### config.mk
export PLATFORM = sky130hd
export DESIGN_NAME = vic_ctrl
export DESIGN_NICKNAME = d
export VERILOG_FILES = /design/src/rtl/vic_pkg.sv /design/src/rtl/vic_edge.sv /design/src/rtl/vic_pick.sv /design/src/rtl/vic_table.sv /design/src/rtl/vic_ctrl.sv
export SDC_FILE = /design/constraint.sdc
export NUM_CORES = 1
export LEC_CHECK = 0
export BUFFER_PORTS_ARGS = -buffer_cell sky130_fd_sc_hd__buf_2
export CORE_AREA = 4 4 163 165
export DETAILED_ROUTE_END_ITERATION = 10
export DIE_AREA = 0 0 167 169
export PLACE_DENSITY = 0.71
export SYNTH_ARGS = -nofsm -noshare
export SYNTH_HDL_FRONTEND = slang
export SYNTH_HIERARCHICAL = 1
export SYNTH_SLANG_ARGS = --single-unit
### constraint.sdc
create_clock -name clk -period 3.73 [get_ports clk]
set_input_delay 0.373 -clock clk [delete_from_list [all_inputs] [get_ports clk]]
set_output_delay 0.373 -clock clk [all_outputs]
set_load 0.05 [all_outputs]
### src/rtl/vic_pkg.sv
package vic_pkg;
    typedef enum logic [1:0] {
        ST_IDLE,
        ST_LOAD,
        ST_ARM,
        ST_SERVE
    } vic_state_e;

    localparam logic [7:0] CMD_SELECT  = 8'h01;
    localparam logic [7:0] CMD_ENABLE  = 8'h02;
    localparam logic [7:0] CMD_DISABLE = 8'h04;
    localparam logic [7:0] CMD_TRIGGER = 8'h08;
    localparam int         ARG_LSB     = 8;
endpackage

### src/rtl/vic_edge.sv
module vic_edge #(
    parameter int N = 8
) (
    input  logic         clk,
    input  logic         rst,
    input  logic [N-1:0] lvl_i,
    output logic [N-1:0] rise_o
);
    logic [N-1:0] prev_q;

    always_ff @(posedge clk) begin
        if (rst) prev_q <= '0;
        else     prev_q <= lvl_i;
    end

    assign rise_o = lvl_i & ~prev_q;

    AST_RISE_SINGLE: assert property (@(posedge clk) disable iff (rst)
        (rise_o & $past(rise_o)) == '0);
endmodule

### src/rtl/vic_pick.sv
module vic_pick #(
    parameter int N  = 8,
    parameter int IW = 3
) (
    input  logic [N-1:0]  req_i,
    output logic          valid_o,
    output logic [IW-1:0] idx_o
);
    always_comb begin
        idx_o = '0;
        for (int i = N - 1; i >= 0; i--) begin
            if (req_i[i]) idx_o = IW'(i);
        end
    end

    assign valid_o = |req_i;
endmodule

### src/rtl/vic_table.sv
module vic_table #(
    parameter int N  = 8,
    parameter int W  = 32,
    parameter int IW = 3
) (
    input  logic          clk,
    input  logic          we_i,
    input  logic [IW-1:0] waddr_i,
    input  logic [W-1:0]  wdata_i,
    input  logic [IW-1:0] raddr_i,
    output logic [W-1:0]  rdata_o
);
    logic [W-1:0] mem [N];

    always_ff @(posedge clk) begin
        if (we_i && (int'(waddr_i) < N)) mem[waddr_i] <= wdata_i;
    end

    assign rdata_o = mem[raddr_i];
endmodule

### src/rtl/vic_ctrl.sv
module vic_ctrl
    import vic_pkg::*;
#(
    parameter int N_SRC  = 8,
    parameter int WORD_W = 32
) (
    input  logic              clk,
    input  logic              rst,
    input  logic [N_SRC-1:0]  req_in,
    input  logic              reg_we,
    input  logic              reg_sel,
    input  logic [WORD_W-1:0] reg_wdata,
    output logic [WORD_W-1:0] ctrl_rdata,
    input  logic              cpu_ack,
    input  logic              cpu_rti,
    output logic              cpu_irq,
    output logic [WORD_W-1:0] code_out
);
    localparam int IW = (N_SRC > 1) ? $clog2(N_SRC) : 1;

    vic_state_e        state_q, state_d;
    logic [N_SRC-1:0]  pend_q, en_q, rise, sw_set, clr_vec, eligible, mask;
    logic [IW-1:0]     sel_q, pick_idx;
    logic              pick_valid, take, ctrl_wr, data_wr;
    logic [7:0]        cmd;
    logic [WORD_W-1:0] buf_q, tbl_rdata;

    assign ctrl_wr = reg_we && !reg_sel;
    assign data_wr = reg_we && reg_sel;
    assign cmd     = reg_wdata[7:0];
    assign mask    = reg_wdata[ARG_LSB +: N_SRC];
    assign sw_set  = (ctrl_wr && cmd == CMD_TRIGGER) ? mask : '0;

    vic_edge #(.N(N_SRC)) u_edge (
        .clk(clk), .rst(rst), .lvl_i(req_in), .rise_o(rise)
    );

    assign eligible = pend_q & en_q;

    vic_pick #(.N(N_SRC), .IW(IW)) u_pick (
        .req_i(eligible), .valid_o(pick_valid), .idx_o(pick_idx)
    );

    vic_table #(.N(N_SRC), .W(WORD_W), .IW(IW)) u_table (
        .clk(clk), .we_i(data_wr), .waddr_i(sel_q), .wdata_i(reg_wdata),
        .raddr_i(pick_idx), .rdata_o(tbl_rdata)
    );

    assign take    = (state_q == ST_IDLE) && pick_valid;
    assign clr_vec = take ? (N_SRC'(1) << pick_idx) : '0;

    // sequencer: next state
    always_comb begin
        state_d = state_q;
        unique case (state_q)
            ST_IDLE:  if (pick_valid) state_d = ST_LOAD;
            ST_LOAD:  state_d = ST_ARM;
            ST_ARM:   if (cpu_ack) state_d = ST_SERVE;
            ST_SERVE: if (cpu_rti) state_d = ST_IDLE;
            default:  state_d = ST_IDLE;
        endcase
    end

    // sequencer: state register
    always_ff @(posedge clk) begin
        if (rst) state_q <= ST_IDLE;
        else     state_q <= state_d;
    end

    // source bookkeeping and table pointer
    always_ff @(posedge clk) begin
        if (rst) begin
            pend_q <= '0;
            en_q   <= '0;
            sel_q  <= '0;
            buf_q  <= '0;
        end else begin
            pend_q <= (pend_q & ~clr_vec) | rise | sw_set;
            if (ctrl_wr && cmd == CMD_ENABLE)  en_q  <= en_q | mask;
            if (ctrl_wr && cmd == CMD_DISABLE) en_q  <= en_q & ~mask;
            if (ctrl_wr && cmd == CMD_SELECT)  sel_q <= reg_wdata[ARG_LSB +: IW];
            if (take)                          buf_q <= tbl_rdata;
        end
    end

    // outputs
    always_comb begin
        cpu_irq    = (state_q == ST_ARM);
        code_out   = buf_q;
        ctrl_rdata = WORD_W'(en_q);
    end

    AST_PICK_LOWEST: assert property (@(posedge clk) disable iff (rst)
        pick_valid |-> (eligible[pick_idx] &&
            ((eligible & ((N_SRC'(1) << pick_idx) - N_SRC'(1))) == '0)));
    AST_CODE_BEFORE_IRQ: assert property (@(posedge clk) disable iff (rst)
        $rose(cpu_irq) |-> $stable(code_out));
    AST_QUIET_IN_SERVICE: assert property (@(posedge clk) disable iff (rst)
        (state_q == ST_SERVE && !cpu_rti) |=> !cpu_irq);
    AST_DISABLED_NOT_TAKEN: assert property (@(posedge clk) disable iff (rst)
        take |-> en_q[pick_idx]);
    AST_IRQ_DROPS_AFTER_ACK: assert property (@(posedge clk) disable iff (rst)
        (cpu_irq && cpu_ack) |=> !cpu_irq);
    AST_SELECT_CLEARS_PEND: assert property (@(posedge clk) disable iff (rst)
        (take && !rise[pick_idx] && !sw_set[pick_idx]) |=> !pend_q[$past(pick_idx)]);
endmodule

==> results of run 1 <==
-- placed cells by master (no fill, tap or decap), types with 5 or more instances in the layout --
cell / n
a211oi_2: 8
a21oi_1: 34
a41oi_1: 8
and2_1: 9
buf_2: 86
buf_4: 19
clkbuf_1: 8
clkbuf_16: 35
clkbuf_8: 8
conb_1: 24
dfxtp_1: 61
edfxtp_1: 256
inv_1: 11
mux2_2: 32
mux4_1: 40
mux4_2: 24
nand2_1: 68
nand2b_1: 14
nor2_1: 8
nor2_4: 6
nor2b_1: 18
o21bai_1: 6
o22ai_1: 5
-- cells by family after synthesis --
family,count (synthesis),synth area share
flip-flops,317,0.703
AND/OR/NAND/NOR,149,0.0629
multiplexers,99,0.156
AO/OA/AOI/OAI,72,0.0393
buffers and inverters,70,0.0341
adder cells (fa/ha/maj),4,0.00395
other,1,0.000296
-- worst max-delay path, cell delays in order (launching register included) --
cell     delay [ns]
dfxtp_1        0.32
and2_1         0.17
nor2_1         0.25
and3b_2        0.74
buf_4          0.42
mux4_1         0.34
mux2_2         0.28
nand2_1        0.06
a21oi_1        0.06
-- stage by stage --
step	setup slack [ns]	cell area [sq um]	hold slack, ns	power, W
global route	0.763	14600	0.0965	0.00765
finish	0.912	14600	0.0970	0.00737
detailed placement	0.927	13400	0.446	0.00420
global placement	0.951	13400	0.441	0.00420
floorplan	0.457	12800	0.445	0.00413
CTS	0.900	14600	0.0834	0.00745
-- state kept, by name, indices dropped and copies added, names as in the netlist, named ones only --
register,cells
pend_q,8
sel_q,3
u_edge/prev_q,8
code_out,32
state_q,2
u_table/mem,256
-- per-layer routing --
layer / vias to the layer above / global-route usage
met5: - / 0
met1: 3373 / 0.249
met2: 213 / 0.295
li1: 2987 / -
met4: 0 / 0.0473
met3: 38 / 0.0332
-- power by group through the flow --
| stage | registers (W) | logic [W] | clock network (W) |
|---|---|---|---|
| floorplan | 0.00394 | 0.000181 | 0 |
| global placement | 0.00394 | 0.000255 | 0 |
| detailed placement | 0.00394 | 0.000260 | 0 |
| CTS | 0.00387 | 0.000261 | 0.00332 |
| global route | 0.00387 | 0.000283 | 0.00350 |
| finish | 0.00387 | 0.000261 | 0.00324 |
-- final cells by class --
type,instances,area (sq um),area share
Multi-Input combinational cell,348,3490,0.240
Timing Repair Buffer,106,593,0.0408
Inverter,11,41.3,0.00284
Clock buffer,51,1020,0.0698
Sequential cell,317,8910,0.612
Clock inverter,10,86.3,0.00593
Tap cell,330,413,0.0284
-- path summary, 6_finish.rpt --
check	start	to	slack (ns)
worst max register to register	flip-flop	code_out[19]	0.91
worst min register to register	code_out[31]	code_out[31]	0.45
worst min-delay path	req_in[3]	u_edge/prev_q[3]	0.1
worst max-delay path	flip-flop	code_out[19]	0.91
==> impl_metrics.toml, run 1 <==
[run_status]
outcome = "completed"

[global_routing]
antenna_found_initial = 0
grt_overflow = 0
grt_max_degree = 73
grt_pass1_vias = 6498
grt_pass1_wl_um = 38900
grtUsageTotal = 0.179

[synth]
synth_most_common_cell = "edfxtp_1"
ys_seq_elements = 317
synthesis.area_sq_um = 12700
synthTopCellsByArea = "edfxtp_1, dfxtp_1, mux4_1"
synth_top_area_frac = 0.607
synth.avg_cell_area_sq_um = 17.8
yosys.area.top_type = "edfxtp_1"
synth_flop_cell = "edfxtp_1"
synth_edf_count = 256
synth_commonest_cells = "edfxtp_1, nand2_1, dfxtp_1"
yosysSeqAreaShare = 0.703
async_flop_share = 0
synthCells = 712
yosysWarnings = 6
synth.distinct_cells = 44

[drt]
wl_per_cell_um = 21.6
wl_met2_um = 12400
vias = 6611
detail_route.first_pass.iterations = 5
postRouteAntennaNets = 0
wirelength_met1_um = 10800
drtIter0Drc = 542
dr_wl_met3_um = 1600
drc = 0
highest_layer = "met4"
viasPerCell = 5.64
wl_um = 25300

[cells_and_area]
nets = 868
final_layout_size_suffix_gt1_frac = 0.281
syn_to_final_growth_pct = 14.8
fillers = 1814
diodes = 0
finalNonFillerCells = 1173
post-route-util = 0.581

[power]
switching_share = 0.200
power.share.clock = 0.440
p_int_w = 0.00590
powerDensity_nw_per_um2 = 507
p_sw_w = 0.00147
vdd_drop_max_uv = 287
seq_power_share = 0.525
p_comb_frac = 0.035
p_leak_nw = 4.94

[critical_path]
startpoint_type = "flip-flop"
crit_type = "flip-flop to flip-flop"
arrival_ns = 3.18
worstSetupEndpointType = "flip-flop"
crit_required_ns = 4.09
crit_fanout = 31
r2r_cells = 8

[clock_network]
cts.clk_slew.worst_paths_ns = 0.06
clock-root-buffer = "clkbuf_16"
hold_buffers = 0
clockBufferDepth = 3
cts_buffers = 34
insertion_delay_ns = 0.50
cts_resized = 0
htreeDepth = 2
clock_sinks = 317
cts_setup_buffers = 0
cts_tree = "built"

[die]
die_y_um = 169
rows = 58
core-area_sq_um = 25000
num_io_pins = 111
start_util = 0.506
die-area_sq_um = 28200
die_w_um = 167

[sta]
fin_crit_ns = 2.82
rsz0062_at_grt = "false"
hold_viol_final = 0
finalMaxSlewViolations = 0
setup_violations = 0
tns_ns = 0
fmax_mhz = 355
worstMarginPinSlew_ns = 0.858
skew_ns = 0.0203
relSlewSlack = 0.428
period_share = 0.756

[run]
maxCapViolCount = 0

[place]
dp_cells = 1112
dp_hpwl_um = 14100
gp_congestion = 0.737
port_buffers = 86

[hold_path]
hold_path_class = "input port to flip-flop"
hold_path_depth = 2
Power figures use the tool's default switching activity.
==> run 2: changes to the inputs <==
--- a/config.mk
+++ b/config.mk
@@ -9,7 +9,7 @@
 export CORE_AREA = 4 4 163 165
 export DETAILED_ROUTE_END_ITERATION = 10
 export DIE_AREA = 0 0 167 169
-export PLACE_DENSITY = 0.71
+export PLACE_DENSITY = 0.74
 export SYNTH_ARGS = -nofsm -noshare
 export SYNTH_HDL_FRONTEND = slang
 export SYNTH_HIERARCHICAL = 1
==> constraint.sdc (replaced) <==
create_clock -name clk -period 2.3 [get_ports clk]
set_input_delay 0.23 -clock clk [delete_from_list [all_inputs] [get_ports clk]]
set_output_delay 0.23 -clock clk [all_outputs]
set_load 0.05 [all_outputs]
==> impl_metrics.toml, run 2 (synthesis results as in run 1) <==
[critical_path]
crit_path_frequent_cell = "buf_12"
cpPeakStageDelay_ns = 0.56
arrival_ns = 2.77
r2r_cells = 8
worstPathCellList = "and2_4 > o41ai_4 > buf_12 > buf_12 > mux4_1 > mux2_2 > nand2_1 > a21oi_1"
startpoint_type = "flip-flop"
crit_family = "multiplexers"
crit_fanout = 14
r2r_slack_ns = -0.08
crit_required_ns = 2.70
worst-path-stages = 8
crit_type = "flip-flop to flip-flop"
cp.buffers_inverters = 2
cpMaxStageDelayCell = "mux4_1"
worstSetupEndpointType = "flip-flop"

[sta]
rsz0062_at_grt = "true"
hold_viol_final = 0
period_share = 1.03
tns_ns = -0.860
fin_crit_ns = 2.38
fmax_mhz = 420
fin_hold_ws_ns = 0.0184
skew_ns = 0.0140
relSlewSlack = 0.485
finalMaxSlewViolations = 0
worstMarginPinSlew_ns = 0.770
setup_violations = 25
setup_ws_ns = -0.0784

[drt]
wl_per_cell_um = 21.7
drc = 0
detail_route.first_pass.iterations = 5
wl_um = 26700
vias = 6859
viasPerCell = 5.57
postRouteAntennaNets = 0
drtIter0Drc = 572

[place]
port_buffers = 86
gp_congestion = 0.811
place_area_sq_um = 13800
dp_cells = 1141
dp_hpwl_um = 16000

[run_status]
violations = "negative setup slack"
outcome = "finished with violations"

[power]
powerDensity_nw_per_um2 = 769
p_comb_frac = 0.041
p_int_w = 0.00938
power.share.clock = 0.423
p_leak_nw = 5.23
switching_share = 0.199
seq_power_share = 0.536
p_sw_w = 0.00233
vdd_drop_max_uv = 609

[die]
num_io_pins = 111
start_util = 0.506
die-area_sq_um = 28200
core-area_sq_um = 25000
die_w_um = 167
die_y_um = 169
rows = 58

[cells_and_area]
final_common_cell = "edfxtp_1"
final_layout_size_suffix_gt1_frac = 0.347
syn_to_final_growth_pct = 20.1
regMostFlops = "u_table/mem"
finalNonFillerCells = 1232
post-route-cell-area_sq_um = 15200
post-route-util = 0.608
largest_reg_flops = 256
nets = 929
diodes = 0
layout_common_cells = "edfxtp_1, buf_2, nand2_1"

[clock_network]
htreeDepth = 1
cts_buffers = 31
clock-root-buffer = "clkbuf_16"
cts.clk_slew.worst_paths_ns = 0.06
clockBufferDepth = 3
cts_tree = "built"
insertion_delay_ns = 0.54
clock_sinks = 317

[global_routing]
grt_overflow = 0
grt_max_degree = 41
antenna_found_initial = 0
grt_pass1_wl_um = 40800
grtUsageTotal = 0.185
grt_pass1_vias = 6987

[hold_path]
hold_path_class = "input port to flip-flop"
hold_path_depth = 1

[run]
maxCapViolCount = 0
run 2: changes by cell type in the layout (fill, tap and decap cells not counted), moves of 5 or more:
cell,before,now
dfxtp_4,0,6
dlygate4sd3_1,0,26
mux4_1,40,15
and2_4,0,5
clkbuf_1,8,14
mux2_2,32,17
nand2_1,68,63
buf_4,19,46
mux4_2,24,49
dfxtp_1,61,53
and2_1,9,4
buf_12,1,9
mux2_4,0,15
run 2: cell type report:
type,count,area [sq um]
clock buffer,49,883
tap,330,413
sequential,317,8930
timing repair buffer,170,1290
fill,1805,9820
clock inverter,7,114
inverter,11,41.3
multi-input combinational,348,3540
run 2: through the flow:
step / total power [W] / setup slack (ns)
after detailed placement: 0.00682 / -0.102
final: 0.0117 / -0.0784
after CTS: 0.0118 / -0.0950
after global routing: 0.0121 / -0.171
after floorplan: 0.00668 / -0.0163
after global placement: 0.00681 / -0.0819
run 2: repair_timing:
action,4_1_cts,5_1_grt
setup buffers,3,4
setup endpoints to repair,30,32
resized for setup,27,32
gates cloned,0,2
hold buffers,26,0
hold endpoints to repair,138,0
run 2: path summary, 6_finish.rpt:
path,start,endpoint
worst max-delay path,flip-flop,code_out[21]
worst min-delay path,reg_wdata[4],u_table/mem[4][4]
worst max register to register,flip-flop,code_out[21]
worst min register to register,code_out[21],code_out[21]
run 2: per-layer routing:
layer / global-route usage / part of all wire / routed length, um / vias up
met3: 0.0292 / 0.066 / 1760 / 38
met2: 0.318 / 0.51 / 13600 / 236
met1: 0.252 / 0.40 / 10800 / 3511
li1: - / - / - / 3074
met4: 0.0466 / 0.020 / 523 / 0
met5: 0 / 0 / 0 / -
run 2: power by group through the flow:
| stage | registers [W] | logic [W] | clock network, W |
|---|---|---|---|
| 6_report | 0.00627 | 0.000482 | 0.00496 |
| 5_1_grt | 0.00627 | 0.000522 | 0.00530 |
| 4_1_cts | 0.00627 | 0.000473 | 0.00504 |
| 3_5_place_dp | 0.00639 | 0.000429 | 0 |
| 3_3_place_gp | 0.00639 | 0.000418 | 0 |
| 2_1_floorplan | 0.00639 | 0.000294 | 0 |
==> run 3: changes to the inputs <==
==> constraint.sdc (replaced) <==
create_clock -name clk -period 2.3 [get_ports clk]
set_input_delay 0.115 -clock clk [delete_from_list [all_inputs] [get_ports clk]]
set_output_delay 0.115 -clock clk [all_outputs]
set_load 0.05 [all_outputs]
==> impl_metrics.toml, run 3 (synthesis results as in run 1) <==
[drt]
wl_per_cell_um = 21.9
wl_um = 27100
vias = 6852
drc = 0
postRouteAntennaNets = 0
drtIter0Drc = 490
detail_route.first_pass.iterations = 5
viasPerCell = 5.53

[cells_and_area]
syn_to_final_growth_pct = 21.2
layout_common_cells = "edfxtp_1, buf_2, nand2_1"
final_common_cell = "edfxtp_1"
regMostFlops = "u_table/mem"
finalNonFillerCells = 1239
post-route-util = 0.613
diodes = 0
largest_reg_flops = 256
final_layout_size_suffix_gt1_frac = 0.347
nets = 934
post-route-cell-area_sq_um = 15400

[die]
num_io_pins = 111
start_util = 0.506
die_w_um = 167
rows = 58
die_y_um = 169
core-area_sq_um = 25000
die-area_sq_um = 28200

[place]
pre_cts_ws_ns = -0.123
dp_hpwl_um = 16100
port_buffers = 86
place_area_sq_um = 13900
gp_congestion = 0.769
dp_cells = 1139

[clock_network]
htreeDepth = 1
cts.clk_slew.worst_paths_ns = 0.06
cts_tree = "built"
clock_sinks = 317
clockBufferDepth = 3
clock-root-buffer = "clkbuf_16"
insertion_delay_ns = 0.55
cts_buffers = 31

[sta]
setup_violations = 28
fin_crit_ns = 2.36
finalMaxSlewViolations = 0
period_share = 1.03
skew_ns = 0.00957
worstMarginPinSlew_ns = 0.665
hold_viol_final = 0
tns_ns = -0.835
setup_ws_ns = -0.0633
rsz0062_at_grt = "true"
relSlewSlack = 0.555
fmax_mhz = 423

[critical_path]
r2r_slack_ns = -0.06
crit_type = "flip-flop to flip-flop"
arrival_ns = 2.79
crit_fanout = 12
startpoint_type = "flip-flop"
worstSetupEndpointType = "flip-flop"
crit_required_ns = 2.72

[global_routing]
grt_pass1_vias = 7070
grt_max_degree = 65
grt_pass1_wl_um = 42000
grtUsageTotal = 0.190
antenna_found_initial = 0
grt_overflow = 0

[power]
powerDensity_nw_per_um2 = 771
p_leak_nw = 5.24
vdd_drop_max_uv = 614

[run_status]
outcome = "finished with violations"
violations = "negative setup slack"

[hold_path]
hold_path_class = "input port to flip-flop"

[run]
maxCapViolCount = 0
[run 3: cell count changes in the layout (fill, tap and decap cells not counted), moves of 7 or more]
cell,previous run,this run
buf_4,46,30
clkbuf_1,14,7
dlygate4sd3_1,26,40
buf_12,9,18
[run 3: layout make-up]
cell class                 instances  area (sq um)
multi-input combinational        348          3490
clock inverter                    13           149
fill                            1827          9680
timing repair buffer             175          1430
clock buffer                      45           898
inverter                          11          41.3
tap                              330           413
sequential                       317          8930
[run 3: path summary, 6_finish.rpt]
path / from / endpoint / cells after the start
worst min-delay path: cpu_ack / state_q[1] / 4
worst max-delay path: flip-flop / code_out[6] / 8
worst max register to register: flip-flop / code_out[6] / 8
worst min register to register: code_out[10] / code_out[10] / 2
[run 3: through the flow]
stage | hold WS [ns] | total power [W]
6_report | 0.0447 | 0.0118
5_1_grt | 0.0443 | 0.0122
4_1_cts | 0.0208 | 0.0119
3_5_place_dp | 0.343 | 0.00682
3_3_place_gp | 0.336 | 0.00681
2_1_floorplan | 0.187 | 0.00668
[run 3: worst max-delay path: stages (launching register included)]
cell and delay, ns:
dfxtp_4 0.34, and2_4 0.14, o41ai_4 0.42, buf_12 0.22, buf_12 0.16, mux4_1 0.56
mux2_2 0.28, nand2_1 0.06, a21oi_1 0.06
[run 3: where the power goes]
| part | switching [W] | leakage [nW] | internal, W |
|---|---|---|---|
| Combinational | 0.000301 | 1.92 | 0.000196 |
| Clock | 0.00202 | 0.508 | 0.00304 |
| Sequential | 0.0000233 | 2.81 | 0.00625 |
| Total | 0.00235 | 5.24 | 0.00948 |
[run 3: repair_timing]
action,in CTS,in global routing
setup buffers,0,2
pin swaps,0,0
hold endpoints to repair,283,0
gates cloned,0,0
hold buffers,40,0
endpoints found under the setup margin,31,32
gates resized for setup,39,15
[run 3: metal layers]
metal	up-vias	global-route usage	routed length, um
met5	-	0	0
met3	34	0.0320	1610
met4	0	0.0434	422
met2	216	0.329	13800
li1	3084	-	-
met1	3518	0.257	11300
